$ cat src/rtl/gpio_wake_pkg.sv
package gpio_wake_pkg;
   localparam int ADDR_W = 2;
   typedef enum logic [ADDR_W-1:0] {
      REG_DATA = 2'd0,
      REG_DIR  = 2'd1,
      REG_PULL = 2'd2,
      REG_WSEL = 2'd3
   } reg_sel_e;
endpackage

$ cat src/rtl/gpio_sync.sv
module gpio_sync #(
   parameter int W      = 8,
   parameter int STAGES = 2
) (
   input  logic         clk,
   input  logic         rst_n,
   input  logic [W-1:0] async_in,
   output logic [W-1:0] sync_out
);
   if (STAGES < 2) begin : g_bad_stages
      $error("gpio_sync: STAGES must be at least 2");
   end

   logic [W-1:0] stg [STAGES];

   always_ff @(posedge clk or negedge rst_n) begin
      if (!rst_n) stg[0] <= '0;
      else        stg[0] <= async_in;
   end

   for (genvar s = 1; s < STAGES; s++) begin : g_stage
      always_ff @(posedge clk or negedge rst_n) begin
         if (!rst_n) stg[s] <= '0;
         else        stg[s] <= stg[s-1];
      end
   end

   assign sync_out = stg[STAGES-1];
endmodule

$ cat src/rtl/gpio_regs.sv
module gpio_regs
   import gpio_wake_pkg::*;
#(
   parameter int WIDTH = 8,
   parameter int BUS_W = 8
) (
   input  logic              clk,
   input  logic              rst_n,
   input  logic [ADDR_W-1:0] addr,
   input  logic              wr,
   input  logic [BUS_W-1:0]  wdata,
   input  logic [WIDTH-1:0]  pin_sync,
   output logic [WIDTH-1:0]  data_q,
   output logic [WIDTH-1:0]  dir_q,
   output logic [WIDTH-1:0]  pull_q,
   output logic [WIDTH-1:0]  wsel_q,
   output logic [BUS_W-1:0]  rdata
);
   localparam logic [WIDTH-1:0] ONES = '1;

   logic [WIDTH-1:0] wval;
   logic [WIDTH-1:0] rsel;
   reg_sel_e         sel;

   assign sel  = reg_sel_e'(addr);
   assign wval = wdata[WIDTH-1:0];

   always_ff @(posedge clk or negedge rst_n) begin
      if (!rst_n) begin
         data_q <= ONES;
         dir_q  <= ONES;
         pull_q <= '0;
         wsel_q <= '0;
      end else if (wr) begin
         case (sel)
            REG_DATA: data_q <= wval;
            REG_DIR:  dir_q  <= wval;
            REG_PULL: pull_q <= wval;
            REG_WSEL: wsel_q <= wval;
            default:  ;
         endcase
      end
   end

   always_comb begin
      case (sel)
         REG_DATA: rsel = (dir_q & pin_sync) | (~dir_q & data_q);
         REG_DIR:  rsel = dir_q;
         REG_PULL: rsel = pull_q;
         REG_WSEL: rsel = wsel_q;
         default:  rsel = '0;
      endcase
   end

   if (WIDTH < BUS_W) begin : g_narrow
      assign rdata = {{(BUS_W-WIDTH){1'b0}}, rsel};
   end else begin : g_full
      assign rdata = rsel;
   end


   data_write_chk: assert property (@(posedge clk) disable iff (!rst_n)
      (wr && addr == REG_DATA) |=> data_q == $past(wdata[WIDTH-1:0]));

   dir_write_chk: assert property (@(posedge clk) disable iff (!rst_n)
      (wr && addr == REG_DIR) |=> dir_q == $past(wdata[WIDTH-1:0]));
endmodule

$ cat src/rtl/gpio_wake.sv
module gpio_wake #(
   parameter int WIDTH = 8
) (
   input  logic             clk,
   input  logic             rst_n,
   input  logic [WIDTH-1:0] pin_sync,
   input  logic [WIDTH-1:0] wsel,
   input  logic             low_power,
   output logic             wake_req
);
   logic [WIDTH-1:0] prev_q;
   logic [WIDTH-1:0] fall;

   always_ff @(posedge clk or negedge rst_n) begin
      if (!rst_n) prev_q <= '0;
      else        prev_q <= pin_sync;
   end

   assign fall = prev_q & ~pin_sync & wsel;

   always_ff @(posedge clk or negedge rst_n) begin
      if (!rst_n)          wake_req <= 1'b0;
      else if (!low_power) wake_req <= 1'b0;
      else if (|fall)      wake_req <= 1'b1;
   end


   wake_off_chk: assert property (@(posedge clk) disable iff (!rst_n)
      !low_power |=> !wake_req);

   wake_hold_chk: assert property (@(posedge clk) disable iff (!rst_n)
      (wake_req && low_power) |=> wake_req);
endmodule

$ cat src/rtl/gpio_wake_port.sv
module gpio_wake_port
   import gpio_wake_pkg::*;
#(
   parameter int WIDTH       = 8,
   parameter int BUS_W       = 8,
   parameter int SYNC_STAGES = 2
) (
   input  logic              clk,
   input  logic              rst_n,
   input  logic [ADDR_W-1:0] reg_addr,
   input  logic              reg_wr,
   input  logic [BUS_W-1:0]  reg_wdata,
   output logic [BUS_W-1:0]  reg_rdata,
   input  logic              low_power,
   input  logic [WIDTH-1:0]  pad_in,
   output logic [WIDTH-1:0]  pad_out,
   output logic [WIDTH-1:0]  pad_oe,
   output logic [WIDTH-1:0]  pull_en,
   output logic              wake_req
);
   if (WIDTH < 1 || WIDTH > BUS_W) begin : g_bad_width
      $error("gpio_wake_port: WIDTH must lie in 1..BUS_W");
   end

   logic [WIDTH-1:0] pin_sync;
   logic [WIDTH-1:0] data_q, dir_q, pull_q, wsel_q;

   gpio_sync #(.W(WIDTH), .STAGES(SYNC_STAGES)) u_sync (
      .clk(clk), .rst_n(rst_n), .async_in(pad_in), .sync_out(pin_sync));

   gpio_regs #(.WIDTH(WIDTH), .BUS_W(BUS_W)) u_regs (
      .clk(clk), .rst_n(rst_n), .addr(reg_addr), .wr(reg_wr),
      .wdata(reg_wdata), .pin_sync(pin_sync), .data_q(data_q),
      .dir_q(dir_q), .pull_q(pull_q), .wsel_q(wsel_q), .rdata(reg_rdata));

   gpio_wake #(.WIDTH(WIDTH)) u_wake (
      .clk(clk), .rst_n(rst_n), .pin_sync(pin_sync), .wsel(wsel_q),
      .low_power(low_power), .wake_req(wake_req));

   assign pad_out = data_q;
   assign pad_oe  = ~dir_q;
   assign pull_en = pull_q & dir_q;


   pull_write_chk: assert property (@(posedge clk) disable iff (!rst_n)
      (reg_wr && reg_addr == REG_PULL) |=>
         (pull_en & ~$past(reg_wdata[WIDTH-1:0])) == '0);
endmodule

$ cat config.mk
export PLATFORM = sky130hd
export DESIGN_NAME = gpio_wake_port
export DESIGN_NICKNAME = d
export VERILOG_FILES = /design/src/rtl/gpio_wake_pkg.sv /design/src/rtl/gpio_sync.sv /design/src/rtl/gpio_regs.sv /design/src/rtl/gpio_wake.sv /design/src/rtl/gpio_wake_port.sv
export SDC_FILE = /design/constraint.sdc
export NUM_CORES = 1
export LEC_CHECK = 0
export BUFFER_PORTS_ARGS = -buffer_cell sky130_fd_sc_hd__buf_2
export CAP_MARGIN = 10
export CORE_MARGIN = 2
export CORE_UTILIZATION = 40
export DETAILED_ROUTE_END_ITERATION = 16
export GPL_TIMING_DRIVEN = 0
export PLACE_DENSITY = 0.7
export SYNTH_ARGS = -nofsm -noshare
export SYNTH_HDL_FRONTEND = slang
export SYNTH_SLANG_ARGS = --single-unit
$ cat constraint.sdc
create_clock -name clk -period 1.28 [get_ports clk]
set_input_delay 0.256 -clock clk [delete_from_list [all_inputs] [get_ports clk]]
set_output_delay 0.256 -clock clk [all_outputs]
set_load 0.02 [all_outputs]
; ---- Word-level counts from Yosys, hierarchy flattened
; Cells that the tools add are included.
[totals]
reg_bits = 57
in_bits = 22
out_inout_bits = 33
[classes]
n_eq_ne = 4
n_mux = 3
n_bitwise = 8
reduce_logical = 6
[op_table]
columns = op, count
row1 = 8-bit bitwise AND, 5
row2 = 8-bit one-hot mux with 4 select lines, 1
row3 = 8-bit NOT, 2
row4 = 8-bit OR, 1
row5 = 2-bit AND reduction, 4
row6 = 8-bit OR reduction, 1
row7 = "2-bit == test, second input constant", 2
row8 = "2-bit by 1-bit == test with 1-bit output, second input constant", 1
row9 = 2-bit zero test, 1
row10 = 1-bit 2-to-1 mux, 2
row11 = "2-bit by 1-bit != test with 1-bit output, second input constant", 1

; ---- Depth between registers and ports, before layout
; Gate-level depths: netlist (run 1).
[depth]
ltp_word = 6
depth_mapped = 5
ltp_nobuf = 3

; ---- Modules after synthesis
; A second synthesis (run 1) with hierarchy kept.
[unflattened]
cells_unflattened = 176
area_unflattened_um2 = 2397.3
[modules_own_cells]
columns = mod, n_inst, cells_each, area_per_inst_um2, seq_area_each_um2
row1 = gpio_regs, 1, 115, 1552.7, 820.8
row2 = gpio_sync, 1, 24, 460.4, 400.4
row3 = gpio_wake, 1, 21, 304.0, 225.2
row4 = gpio_wake_port, 1, 16, 80.1, 0.0

; ---- Least setup slack after synthesis (run 1)
; OpenSTA, ideal clock, no wires.
[synth_path]
path_type = input to output
from = input reg_addr[0]
to = output reg_rdata[0]
t_arrival_ps = 1196
slack_ps = -172
stages = 5
n_path_buf = 2
path_cell_list = buf_2 buf_2 nor3b_1 nor3_1 a21oi_1
[synth_via]
elab_chain_cells = 2
elab_cells_between_ends = 5
classes_between = eq/ne: 3 / mux: 1 / reduce/logical: 1
[synth_lines]
columns = item, line
row1 = "start, declared", gpio_wake_port.sv:10  ; input logic [ADDR_W-1:0] reg_addr,
row2 = "2-bit == test, or another cell as far along", gpio_regs.sv:46  ; case (sel)
row3 = 8-bit one-hot mux with 4 select lines *, gpio_regs.sv:46
row4 = "end, declared", gpio_wake_port.sv:13  ; output logic [BUS_W-1:0] reg_rdata,
; Mark *: on every way between the ends. The rest lies on a longest branch, timed or not.

; ---- Worst setup path in the final report (run 1)
[layout_path]
from = register u_regs.data_q[0]
to = output reg_rdata[0]
[layout_via]
elab_chain_cells = 3
[layout_lines]
columns = item, line
row1 = "start, declared", gpio_regs.sv:13  ; output logic [WIDTH-1:0] data_q,
row2 = "start signal, assigned", gpio_regs.sv:36  ; REG_DATA: data_q <= wval;
row3 = 8-bit bitwise AND, gpio_regs.sv:47  ; REG_DATA: rsel = (dir_q & pin_sync) | (~dir_q & data_q);
row4 = 8-bit OR, gpio_regs.sv:47
row5 = 8-bit one-hot mux with 4 select lines, gpio_regs.sv:46
; No other way between the ends.

==> flow_metrics.tcl, run 1 <==
set metrics [dict create \
    synthCells 167 \
    drtIter0Drc 101 \
    cp.required_ns 1.02 \
    ys.warnings.count 0 \
    place_area_um2 2740 \
    p_per_area_nw_per_um2 1690 \
    leakagePower_nw 1.48 \
    outcome "finished with violations" \
    cp-start-kind "register" \
    tightest_slew_ns 0.696 \
    synth.largest_area_cell "dfrtp_1" \
    drtPass1Iterations 4 \
    timing.hold.ws_ns -0.0310 \
    wire_per_inst_um 15.3 \
    comb_power_share 0.264 \
    rows 27 \
    synth_top_area_frac 0.443 \
    maxSlewViolCount 0 \
    yosysUniqueCellTypes 24 \
    power.switching_w 0.00157 \
    final_area_um2 3300 \
    critPathKind "reg2out" \
    synth-seq-area-share 0.624 \
    grtUsageTotal 0.171 \
    hold_viol 41 \
    min_period_ns 1.65 \
    root_buffer "clkbuf_8" \
    path_clk_slew_ns 0.06 \
    clock_sinks 57 \
    ir_drop_uv 876 \
    relSlewSlack 0.536 \
    cts_max_level 3 \
    viasPerCell 4.86 \
    cts-hold-fix-buffers 0 \
    num-fill-cells 436 \
    io_buffers 53 \
    die-area_um2 6420 \
    grt_max_degree 58 \
    synth_ff_type "dfrtp_1" \
    pwr-share-clk 0.320 \
    drc 0 \
    routed_wirelength_mm 4.89 \
    synth_edf_count 0 \
    overflow 0 \
    antenna_found_initial 0 \
    seqPwrFrac 0.416 \
    vias 1549 \
    setup_ws_ns -0.374 \
    cp-end-kind "output pin" \
    diodes 0 \
    intPower_w 0.00401 \
    core-area_um2 5540 \
    setup_viol 25 \
    worstPathMaxFanout 2 \
    cts_tree "built" \
    start_util 0.418 \
    dp_hpwl_mm 3.08 \
    drv_cap 0 \
    clk_path_buf_depth 2 \
    io_pins 55 \
    drive_gt1_frac 0.696 \
    cts_buffers 9 \
    grt_pass1_wl_mm 7.94 \
    insertion_delay_ns 0.33 \
    place.gp.congestion 0.744 \
    clock.fmax_mhz 605 \
    ys_async_sr_fraction 1.00 \
    ant_nets 0 \
    synth_area_um2 2320 \
    die-height_um 80.1 \
    grt_pass1_vias 1515 \
    hp-class "in2async" \
    nets 264 \
    syn_nets 189 \
    p_total_w 0.00558 \
    synth_most_common_cell "dfrtp_1" \
    worstPathArrival_ns 1.40 \
    rsz0062_at_grt "true" \
    swShare 0.281 \
    chipWidth_um 80.1 \
    syn2layout_area_growth_pct 42.2 \
    avgSynthCellArea_um2 13.9 \
    worst_clock_skew_ns 0.00618 \
    synth_commonest_cells "dfrtp_1 (41), mux2_2 (32), dfstp_2 (16), inv_1 (9)" \
    synth.area.top_cells "dfrtp_1 (44%), dfstp_2 (18%), mux2_2 (16%), mux2i_1 (3.5%), o21a_1 (2.6%)" \
    synth-seq-cells 57 \
    layout_worst_path_cycle_share 1.29 \
    failed_checks "negative hold slack, negative setup slack" \
]
-- worst max-delay path: stages (launching register included) --
cell	delay, ns
dfstp_2	0.52
nor3b_2	0.20
nor3_2	0.06
a21oi_2	0.13
buf_4	0.16
-- what timing repair did --
item	in CTS	in global routing
endpoints found under the setup margin	32	32
gates resized for setup	69	26
pin swaps	6	2
buffers inserted	9	7
-- per-stage QoR --
| step | cells | util | hold slack (ns) | setup TNS (ns) | setup WS (ns) |
|---|---|---|---|---|---|
| 3_5_place_dp | 292 | 0.494 | 0.336 | -8.37 | -0.325 |
| 4_1_cts | 317 | 0.581 | 0.0101 | -5.37 | -0.358 |
| 6_report | 319 | 0.595 | -0.0310 | -5.12 | -0.374 |
| 5_1_grt | 319 | 0.595 | 0.00497 | -6.55 | -0.424 |
| 3_3_place_gp | 292 | 0.494 | 0.333 | -8.36 | -0.324 |
| 2_1_floorplan | 167 | - | -0.0396 | -0.00246 | -0.00246 |
-- routing by layer --
metal  vias up  routed length [um]  GRT usage
met5         -                   0          0
met4         0                 101     0.0814
met3         9                 262     0.0573
met2        37                2290      0.246
met1       753                2230      0.232
li1        750                   -          -
-- layout by cell type, fill, tap and decap left out, types with 9 or more instances in the layout --
cell type / Yosys / final
buf_2: 2 / 20
mux2_2: 32 / 32
clkbuf_8: 0 / 9
dfstp_2: 16 / 16
buf_6: 0 / 34
dfrtp_1: 41 / 41
buf_4: 2 / 14
-- cell type report --
class | instances | area [um^2] | share of cell area
Tap cell | 72 | 90.1 | 0.0273
Inverter | 9 | 33.8 | 0.0102
Timing Repair Buffer | 64 | 551 | 0.167
Buffer | 5 | 45.0 | 0.0137
Sequential cell | 57 | 1450 | 0.439
Multi-Input combinational cell | 96 | 921 | 0.279
Clock buffer | 10 | 128 | 0.0387
Clock inverter | 6 | 82.6 | 0.0250
-- path summary, 6_finish.rpt --
check,from,to,slack (ns),depth (start not counted)
max,u_regs.data_q[0],reg_rdata[0],-0.37,4
min,rst_n,u_regs.pull_q[7],-0.03,1
max reg2reg,u_sync.sync_out[5],u_wake.wake_req,0.24,4
min reg2reg,u_sync.stg[11],u_sync.sync_out[3],0.35,0
max in group asynchronous,rst_n,u_regs.pull_q[5],0.85,1
min in group clk,pad_in[0],u_sync.stg[8],0.02,1
-- logic make-up (layout without fill, tap and decap cells) --
group	Yosys count	count (layout)	synth area share
and+or+nand+nor	31	31	0.0858
muxes	40	40	0.190
DFF	57	57	0.624
buffers and inverters	14	94	0.0270
AOI/OAI and AO/OA	25	25	0.0734
-- registers in the layout (all words and copies together), names as in the netlist --
register,count
u_wake.prev_q,8
u_sync.sync_out,8
u_regs.wsel_q,8
u_wake.wake_req,1
u_regs.dir_q,8
u_regs.pull_q,8
u_sync.stg,8
u_regs.data_q,8
-- power groups by stage --
stage / combinational (W) / sequential, W / clock (W)
global route: 0.00159 / 0.00235 / 0.00193
floorplan: 0.000667 / 0.00235 / 0
finish: 0.00148 / 0.00232 / 0.00178
global placement: 0.00104 / 0.00233 / 0
detailed placement: 0.00105 / 0.00233 / 0
CTS: 0.00140 / 0.00231 / 0.00182
(Power assumes the default switching activity.)
==> run 2: changes to the inputs <==
SETUP_SLACK_MARGIN = 0.02   (was default)
==> flow_metrics.tcl, run 2 (synthesized netlist as in run 1, its figures left out) <==
set metrics [dict create \
    outcome "finished with violations" \
    failed_checks "negative hold slack, negative setup slack" \
    antenna_found_initial 0 \
    r2r-end "u_wake.wake_req" \
    drtIter0Drc 94 \
    grt_max_degree 58 \
    drive_gt1_frac 0.688 \
    layout_commonest_cell "dfrtp_1" \
    maxSlewViolCount 0 \
    hp-class "in2async" \
    drc 0 \
    clk_path_buf_depth 2 \
    diodes 0 \
    rsz0062_at_grt "true" \
    worstPathArrival_ns 1.40 \
    start_util 0.418 \
    power.switching_w 0.00158 \
    pwr-share-clk 0.320 \
    cts-hold-fix-buffers 0 \
    chipWidth_um 80.1 \
    worstPathMaxFanout 2 \
    p_per_area_nw_per_um2 1700 \
    dp_hpwl_mm 3.08 \
    reg2reg_depth 4 \
    critPathSlowestCell "dfstp_2" \
    intPower_w 0.00401 \
    layout_worst_path_cycle_share 1.29 \
    r2r_setup_slack_ns 0.25 \
    swShare 0.283 \
    cp-start-kind "register" \
    ant_nets 0 \
    relSlewSlack 0.536 \
    grt_pass1_vias 1519 \
    seqPwrFrac 0.415 \
    r2r_start "u_sync.sync_out[5]" \
    rows 27 \
    critPathKind "reg2out" \
    leakagePower_nw 1.48 \
    crit_chain "nor3b_2, nor3_2, a21oi_2, buf_4" \
    cts_buffers 9 \
    final_cell_mix "dfrtp_1 (41), buf_6 (36), mux2_2 (32)" \
    setup_ws_ns -0.377 \
    fin_util 0.594 \
    vias 1562 \
    hold_viol 41 \
    grtUsageTotal 0.173 \
    tightest_slew_ns 0.696 \
    cts_max_level 3 \
    path_clk_slew_ns 0.06 \
    clock_sinks 57 \
    wire_per_inst_um 15.6 \
    viasPerCell 4.90 \
    io_buffers 53 \
    die-area_um2 6420 \
    setup-tns-final_ns -5.29 \
    routed_wirelength_mm 4.98 \
    core-area_um2 5540 \
    path_delay_family "flip-flops" \
    drv_cap 0 \
    place.gp.congestion 0.744 \
    min_period_ns 1.66 \
    drtPass1Iterations 4 \
    clock.fmax_mhz 604 \
    worst_clock_skew_ns 0.00661 \
    io_pins 55 \
    grt_pass1_wl_mm 8.02 \
    setup_viol 25 \
    syn2layout_area_growth_pct 41.9 \
    timing.hold.ws_ns -0.0382 \
    comb_power_share 0.264 \
    ir_drop_uv 906 \
    die-height_um 80.1 \
    insertion_delay_ns 0.33 \
    nets 264 \
    cp-end-kind "output pin" \
    overflow 0 \
    cts_tree "built" \
    root_buffer "clkbuf_8" \
    cp_num_buf_inv 1 \
    cpPeakStageDelay_ns 0.53 \
    cp.required_ns 1.02 \
]
==> run 2: cell counts in the layout (fill, tap and decap cells not counted) <==
No cell type changed its count.
==> run 2: metrics by stage <==
step | instance area, um^2 | hold WS, ns | instances | setup WS (ns) | total power (W)
floorplan | 2380 | -0.0396 | 167 | -0.00246 | 0.00301
global placement | 2740 | 0.333 | 292 | -0.324 | 0.00337
detailed placement | 2740 | 0.336 | 292 | -0.325 | 0.00338
CTS | 3220 | 0.0101 | 317 | -0.358 | 0.00553
global route | 3290 | 0.00497 | 319 | -0.450 | 0.00586
finish | 3290 | -0.0382 | 319 | -0.377 | 0.00559
==> run 2: cell type report <==
type                       count  area [um^2]
timing repair buffer          64          556
multi-input combinational     96          910
buffer                         5         45.0
clock inverter                 6         82.6
tap                           72         90.1
sequential                    57         1450
fill                         439         2250
clock buffer                  10          128
inverter                       9         33.8
==> run 2: worst max-delay path by stage <==
stage / start / cells after the start / end
after global placement: reg_addr[1] / 6 / reg_rdata[2]
after floorplan: u_regs.data_q[0] / 3 / reg_rdata[0]
after CTS: u_regs.data_q[0] / 4 / reg_rdata[0]
final: u_regs.data_q[0] / 4 / reg_rdata[0]
after detailed placement: reg_addr[1] / 6 / reg_rdata[4]
after global routing: u_regs.dir_q[7] / 4 / reg_rdata[7]
==> run 2: routing by layer <==
layer	wire (um)	vias up	GRT usage	share of wire
met3	296	11	0.0573	0.059
met4	125	0	0.0814	0.025
met5	0	-	0	0
met2	2370	42	0.252	0.48
met1	2190	759	0.234	0.44
li1	-	750	-	-
==> run 2: what timing repair did <==
| item | 4_1_cts | 5_1_grt |
|---|---|---|
| pin swaps | 6 | 2 |
| setup buffers | 9 | 7 |
| setup endpoints to repair | 32 | 32 |
| gates resized for setup | 70 | 23 |
| endpoints found under the hold margin | 0 | 0 |
==> run 2: power by group through the flow <==
stage | clock [W] | combinational (W) | sequential, W
2_1_floorplan | 0 | 0.000667 | 0.00235
3_3_place_gp | 0 | 0.00104 | 0.00233
3_5_place_dp | 0 | 0.00105 | 0.00233
4_1_cts | 0.00182 | 0.00140 | 0.00231
5_1_grt | 0.00193 | 0.00158 | 0.00235
6_report | 0.00179 | 0.00148 | 0.00232
